$ cat config.mk
export PLATFORM = sky130hd
export DESIGN_NAME = opfwd_unit
export DESIGN_NICKNAME = d
export VERILOG_FILES = /design/src/rtl/opfwd_pkg.sv /design/src/rtl/opfwd_regfile.sv /design/src/rtl/opfwd_pick.sv /design/src/rtl/opfwd_unit.sv
export SDC_FILE = /design/constraint.sdc
export NUM_CORES = 1
export LEC_CHECK = 0
export BUFFER_PORTS_ARGS = -buffer_cell sky130_fd_sc_hd__buf_2
export CAP_MARGIN = 40
export CORE_MARGIN = 2
export CORE_UTILIZATION = 45
export CTS_CLUSTER_SIZE = 14
export DETAILED_ROUTE_END_ITERATION = 16
export HOLD_SLACK_MARGIN = 0.03
export SYNTH_ARGS = -nofsm -noshare
export SYNTH_HDL_FRONTEND = slang
export SYNTH_SLANG_ARGS = --single-unit
$ cat constraint.sdc
create_clock -name clk -period 5.9 [get_ports clk]
set_clock_uncertainty 0.1 [all_clocks]
set_input_delay 0.885 -clock clk [delete_from_list [all_inputs] [get_ports clk]]
set_output_delay 0.885 -clock clk [all_outputs]
set_load 0.01 [all_outputs]
$ cat src/rtl/opfwd_pkg.sv
package opfwd_pkg;

   typedef enum logic [1:0] {
      SRC_RF = 2'd0,
      SRC_EX = 2'd1,
      SRC_WB = 2'd2
   } opnd_src_e;

endpackage

$ cat src/rtl/opfwd_regfile.sv
module opfwd_regfile #(
   parameter int DW    = 16,
   parameter int IDXW  = 4,
   parameter int NRD   = 2
) (
   input  logic            clk,
   input  logic            rst,
   input  logic            we,
   input  logic [IDXW-1:0] wa,
   input  logic [DW-1:0]   wd,
   input  logic [IDXW-1:0] ra [NRD],
   output logic [DW-1:0]   rd [NRD]
);
   localparam int DEPTH = 2 ** IDXW;

   logic [DW-1:0] mem [DEPTH];

   always_ff @(posedge clk) begin
      if (rst) begin
         for (int i = 0; i < DEPTH; i++) mem[i] <= '0;
      end else if (we) begin
         mem[wa] <= wd;
      end
   end

   for (genvar p = 0; p < NRD; p++) begin : g_rd
      assign rd[p] = mem[ra[p]];
   end
endmodule

$ cat src/rtl/opfwd_pick.sv
module opfwd_pick
   import opfwd_pkg::*;
#(
   parameter int DW        = 16,
   parameter int IDXW      = 4,
   parameter bit WB_BYPASS = 1'b1
) (
   input  logic [IDXW-1:0] idx,
   input  logic [IDXW-1:0] ex_dst,
   input  logic            ex_wen,
   input  logic [DW-1:0]   ex_res,
   input  logic [IDXW-1:0] wb_dst,
   input  logic            wb_wen,
   input  logic [DW-1:0]   wb_res,
   input  logic [DW-1:0]   rf_val,
   output logic [DW-1:0]   val,
   output opnd_src_e       src
);
   logic ex_hit;
   logic wb_hit;

   assign ex_hit = ex_wen && (ex_dst == idx);

   if (WB_BYPASS) begin : g_wb_on
      assign wb_hit = wb_wen && (wb_dst == idx);
   end else begin : g_wb_off
      assign wb_hit = 1'b0;
   end

   always_comb begin
      if (ex_hit) begin
         val = ex_res;
         src = SRC_EX;
      end else if (wb_hit) begin
         val = wb_res;
         src = SRC_WB;
      end else begin
         val = rf_val;
         src = SRC_RF;
      end
   end
endmodule

$ cat src/rtl/opfwd_unit.sv
module opfwd_unit
   import opfwd_pkg::*;
#(
   parameter int DW        = 16,
   parameter int NREG      = 16,
   parameter bit WB_BYPASS = 1'b1,
   localparam int IDXW     = $clog2(NREG)
) (
   input  logic            clk,
   input  logic            rst,
   input  logic [IDXW-1:0] rd_idx_a,
   input  logic [IDXW-1:0] rd_idx_b,
   input  logic [IDXW-1:0] ex_dst,
   input  logic            ex_wen,
   input  logic [DW-1:0]   ex_res,
   input  logic [IDXW-1:0] wb_dst,
   input  logic            wb_wen,
   input  logic [DW-1:0]   wb_res,
   output logic [DW-1:0]   opnd_a,
   output logic [DW-1:0]   opnd_b,
   output logic [1:0]      sel_a,
   output logic [1:0]      sel_b
);
   localparam int NOPS = 2;

   initial begin
      if (DW < 1) $fatal(1, "opfwd_unit: DW must be positive");
      if (NREG < 2 || (1 << IDXW) != NREG)
         $fatal(1, "opfwd_unit: NREG must be a power of two, at least 2");
   end

   logic [IDXW-1:0] idx_v [NOPS];
   logic [DW-1:0]   rf_v  [NOPS];
   logic [DW-1:0]   val_v [NOPS];
   opnd_src_e       src_v [NOPS];

   assign idx_v[0] = rd_idx_a;
   assign idx_v[1] = rd_idx_b;

   opfwd_regfile #(.DW(DW), .IDXW(IDXW), .NRD(NOPS)) u_rf (
      .clk (clk),
      .rst (rst),
      .we  (wb_wen),
      .wa  (wb_dst),
      .wd  (wb_res),
      .ra  (idx_v),
      .rd  (rf_v)
   );

   for (genvar k = 0; k < NOPS; k++) begin : g_op
      opfwd_pick #(.DW(DW), .IDXW(IDXW), .WB_BYPASS(WB_BYPASS)) u_pick (
         .idx    (idx_v[k]),
         .ex_dst (ex_dst),
         .ex_wen (ex_wen),
         .ex_res (ex_res),
         .wb_dst (wb_dst),
         .wb_wen (wb_wen),
         .wb_res (wb_res),
         .rf_val (rf_v[k]),
         .val    (val_v[k]),
         .src    (src_v[k])
      );
   end

   assign opnd_a = val_v[0];
   assign opnd_b = val_v[1];
   assign sel_a  = src_v[0];
   assign sel_b  = src_v[1];
endmodule

# [Word level (Yosys, flattened, before mapping)]
# Memories as Yosys holds them, arrays and structs flattened.
# Cells that the tools add are included.
[word_totals] ff_bits=0 latchBits=0 ram_bits=256 rom_bits=0 inputBits=52 output_inout_bits=36 word_cells=26 mem_count=1
[memory_table] name="u_rf.mem" words=16 width=16 rd=2 rd_ports_with_merged_regs=0 write_ports=16 line="opfwd_regfile.sv:16" source="logic [DW-1:0] mem [DEPTH];"
[classes] addsub=0 n_mul=0 div_mod_pow=0 order_cmp=0 eq_ne=4 shifts=0 muxes=16 bitwise_logic=0 n_reduce_logical=5
[ops] cell="$mux W16" n=5
[ops] cell="$eq A4 B4 Y1" n=4
[ops] cell="$reduce_or A16 Y1" n=1
[ops] cell="$mux W2" n=4
[ops] cell="$mux W1" n=6
[ops] cell="$logic_and A1 B1 Y1" n=4
[ops] cell="$mux W4" n=1

# [Depth between registers and ports, before layout]
[logic_depth] depth_word=5 ltp_mapped=8 ltp_nobuf=5

# [Modules after synthesis]
# A second synthesis with hierarchy kept.
[hier_totals] cells_unflattened=1053 hier_area_um2=14830.5
[modules_own_cells] module="opfwd_regfile" n_inst=1 cells_per_inst=859 area_each_um2=13414.1 seq_area_each_um2=7687.4
[modules_own_cells] module="opfwd_pick" n_inst=2 cells_per_inst=97 area_each_um2=708.2 seq_area_each_um2=0.0

# [Least setup slack after synthesis]
# OpenSTA, ideal clock, no wires.
[synth_timing] path_type="input-to-output" from="in rd_idx_b[3]" to="out opnd_b[12]" t_arrival_ns=2.252 required_ns=4.915 setup_slack_ns=2.663 stages=7 path_buffers=2 cell_sequence="buf_2 > clkbuf_1 > mux4_2 > mux2_2 > nand2_1 > nand4_1 > o221a_1"
[synth_between] elab_chain_cells=4 elab_cells_between_ends=7 classes_between="eq/ne (2); mux (2); reduce/logical (2); memory (1)"
[synth_rtl] item="start: declaration" line="opfwd_unit.sv:12" source="input logic [IDXW-1:0] rd_idx_b,"
[synth_rtl] item="branches (longest 3 deep; another with $mem_v2 Z16 W16)"
[synth_rtl] item="$mux W16 *" line="opfwd_pick.sv:31" source="if (ex_hit) begin"
[synth_rtl] item="end: declaration" line="opfwd_unit.sv:20" source="output logic [DW-1:0] opnd_b,"
# Mark *: on every way between the ends.

# [Worst setup path after layout]
[layout_timing] from="in rd_idx_a[2]" to="out opnd_a[5]"
[layout_between] elab_chain_cells=4 elab_cells_between_ends=7 classes_between="eq/ne (2); mux (2); reduce/logical (2); memory (1)"
[layout_rtl] item="start: declaration" line="opfwd_unit.sv:11" source="input logic [IDXW-1:0] rd_idx_a,"
[layout_rtl] item="branches (longest 3 deep; another with $mem_v2 Z16 W16)"
[layout_rtl] item="$mux W16 *" line="opfwd_pick.sv:31"
[layout_rtl] item="end: declaration" line="opfwd_unit.sv:19" source="output logic [DW-1:0] opnd_a,"
# Marks and branches as above.

==> summary.log <==
INFO  status         status=finished, final reports clean
INFO  routing        avgRoutedWirePerCell=27.1um
INFO  layout         layout_top_registers=u_rf.mem: 256 flops
INFO  global_routing grt_pass1_wl=61,500um
INFO  logic_synthesis synth.ff_latch_count=256
INFO  die            fp.coreArea=32,500um2
INFO  cts            total_of_cells_resized_after_clock_tree_synthesis=0
INFO  min_path       hold_path.class=input port to register
INFO  global_routing number_of_global_route_vias_before_repair=9,352
INFO  placed_design  placed_wire_length_estimate_after_detailed_placement=26,300um
INFO  sta            final.min_clock_period=4580ps
INFO  setup_path     cp_max_fo=34
INFO  sta            timing.final.max_slew_violations=0
INFO  die            floorplan.rows=66
INFO  setup_path     startpoint_type=input port
INFO  sta            final_min_period_over_clock_period=77.7%
INFO  cts            tritoncts_num_sinks=256
INFO  setup_path     worst_ep_required_time=4910ps
INFO  layout         number_of_flip_flops_under_the_largest_register_name=256
INFO  min_path       number_of_stages_on_the_worst_hold_path=2
INFO  die            die_area=34,400um2
INFO  layout         most_flops_register=u_rf.mem
INFO  routing        drc_errors=0
INFO  global_routing track_usage=24.8%
INFO  routing        via_to_cell_ratio=6.02
INFO  routing        routed-wl-met3=2900um
INFO  global_routing antenna_violations_before_repair=1
INFO  routing        ant_nets=0
INFO  setup_path     cp_data_arrival_time=3600ps
INFO  die            ioPinCount=88
INFO  routing        met2RoutedLength=19,900um
INFO  logic_synthesis mappedNetlistArea=14,800um2
INFO  placed_design  placement.io_buffers=87
INFO  setup_path     worst-setup-path-type=input port to output pin
INFO  global_routing grt_max_degree=81
INFO  cts            cts.reportedPaths.clkPinSlew=60ps
INFO  routing        dr_total_vias=9,359
INFO  layout         final.fill_count=2,771
INFO  logic_synthesis distinct_cells_synth=32
INFO  routing        routedLengthMet1=18,200um
INFO  layout         finish.net_count=1,143
INFO  layout         layout.core_utilization=50.7%
INFO  logic_synthesis synth_sequential_area_ratio=51.9%
INFO  power          total_leakage_power=6.08nW
INFO  cts            clock_tree.root_cell=clkbuf_16
INFO  sta            setup_total_negative_slack=0ps
INFO  routing        drtPass1Iterations=5
INFO  layout         layout-drive-gt1-share=24.7%
INFO  cts            h-tree-depth=1
INFO  power          worst_ir_drop_vdd=0.000177V
INFO  flow_run       cap_violations=0
INFO  logic_synthesis synthesis.nets=1,099
INFO  sta            timing.slew.headroom=40.2%
INFO  setup_path     critPathCaptureType=output pin
INFO  sta            finalSetupViolCount=0
INFO  sta            maxClockFrequency=218MHz
INFO  placed_design  globalplace.congestion=0.823
INFO  cts            cts_made_buffers=28
INFO  layout         syn2layout_area_growth=11.0%
INFO  cts            cts_hold_buf=0
INFO  global_routing global_route.overflow_total=0
INFO  sta            worst_pin_slew=896ps
INFO  sta            rsz_0062_raised_after_global_routing=no
INFO  die            effective_utilization_at_floorplan=45.7%
INFO  routing        detail_route.iter0.violations=832
INFO  cts            postCtsSetupBuffers=0
INFO  power          power.density_cell_area=280nW/um2
INFO  cts            tritoncts=built
INFO  routing        highest-signal-layer=met4
INFO  sta            final-hold-violation-count=0
INFO  logic_synthesis yosysWarningCount=0
INFO  sta            timing.hold.ws=757ps
INFO  min_path       hold_start=wb_res[10]
INFO  die            chipHeight=186um
INFO  cts            cts-root-to-sink-buffers=3
INFO  die            chip_width=186um
INFO  logic_synthesis synth_cells=1,047
INFO  min_path       whs_endpoint=u_rf.mem[13][10]
INFO  logic_synthesis syn_area_per_cell=14.2um2
INFO  routing        route.final.wire_length=42,100um
==> critical path, stage by stage <==
cell      delay, ps
buf_2           610
xor2_1          160
nor3_2          230
nand3_2         370
nand2b_1        720
o221a_2         450
buf_2           140
==> how the worst max path moves through the flow <==
stage                     start    endpoint  slack [ps]  cells after the start
finish              rd_idx_a[2]   opnd_a[5]        1320                      7
global route        rd_idx_a[2]   opnd_a[5]        1200                      7
CTS                 rd_idx_b[3]   opnd_b[6]        1430                      7
detailed placement  rd_idx_b[3]   opnd_b[6]        1410                      7
global placement    rd_idx_b[3]   opnd_b[6]        1420                      7
floorplan           rd_idx_b[3]  opnd_b[12]        2660                      7
==> metrics by stage <==
step,power [W],area [um2],std cells,setup WS [ps]
after floorplan,0.00259,14800,1047,2660
after global placement,0.00281,15500,1503,1420
after detailed placement,0.00282,15500,1503,1410
after CTS,0.00462,16500,1553,1430
after global routing,0.00475,16500,1553,1200
final,0.00461,16500,1554,1320
==> power breakdown <==
part | total [W] | internal, W | switching (W)
clock network | 0.00183 | 0.00110 | 0.000724
logic | 0.000628 | 0.000276 | 0.000353
registers | 0.00215 | 0.00211 | 0.0000474
total | 0.00461 | 0.00349 | 0.00112
==> layout make-up <==
type                            instances  area (um2)  share of cell area, %
Clock inverter                         18         208                   1.26
Inverter                                6        22.5                  0.137
Timing Repair Buffer                  115         681                   4.14
Antenna cell                            1        2.50                 0.0152
Tap cell                              442         553                   3.36
Sequential cell                       256        7690                   46.7
Clock buffer                           32         737                   4.48
Multi-Input combinational cell        684        6560                   39.9
==> cell families after synthesis <==
family | share of synthesized area, %
xor+xnor | 0.945
simple gates | 15.3
buf+inv | 3.98
flops | 51.9
mux | 22.6
compound gates | 5.40
==> metal layers <==
layer / global-route usage, % / up-vias
met5: 0 / -
met4: 6.63 / 0
met3: 2.86 / 64
met2: 40.3 / 374
met1: 35.5 / 4761
li1: - / 4160
==> Yosys cell counts <==
library cell  instances  share of area, %
nand4_1              32               1.4
and2_1              258                11
buf_4                13              0.66
buf_8                 2              0.20
nor2_1               15              0.38
o221a_1              18               1.4
mux4_1               48               8.5
inv_1                 4              0.10
clkbuf_1             49               1.2
nand3_1               3              0.10
or2_2                16              0.68
xor2_1               12              0.71
xnor2_1               4              0.24
mux2_2               32               2.4
nand2_1              34              0.86
nor3_1                5              0.17
mux2i_1              64               4.3
mux4_2               48               7.3
clkinv_1              2             0.051
nand3_2               2              0.14
nand3b_1              1             0.051
a221oi_1             32               1.9
nor3_2                3              0.20
edfxtp_1            256                52
nand2b_1              5              0.21
buf_2                24              0.81
o221a_2              14               1.1
or3_1                 1             0.042
buf_6                10              0.76
nor2b_1               5              0.21
o21ai_0              32               1.1
clkbuf_4              3              0.15
==> layout by cell type, fill, tap and decap left out, drive strengths merged <==
| master | Yosys | routed |
|---|---|---|
| nor2 | 15 | 15 |
| o21ai | 32 | 32 |
| o221a | 32 | 32 |
| clkinv | 2 | 15 |
| nand2 | 34 | 34 |
| buf | 49 | 115 |
| nand4 | 32 | 32 |
| nand3b | 1 | 1 |
| and2 | 258 | 258 |
| mux4 | 96 | 96 |
| mux2 | 32 | 32 |
| or3 | 1 | 1 |
| a221oi | 32 | 32 |
| or2 | 16 | 16 |
| nor2b | 5 | 5 |
| xor2 | 12 | 12 |
| xnor2 | 4 | 4 |
| diode | 0 | 1 |
| clkbuf | 52 | 32 |
| edfxtp | 256 | 256 |
| nand2b | 5 | 5 |
| nand3 | 5 | 5 |
| bufinv | 0 | 5 |
| mux2i | 64 | 64 |
| inv | 4 | 4 |
| nor3 | 8 | 8 |
Note: power is estimated with default switching activity, not from simulation.
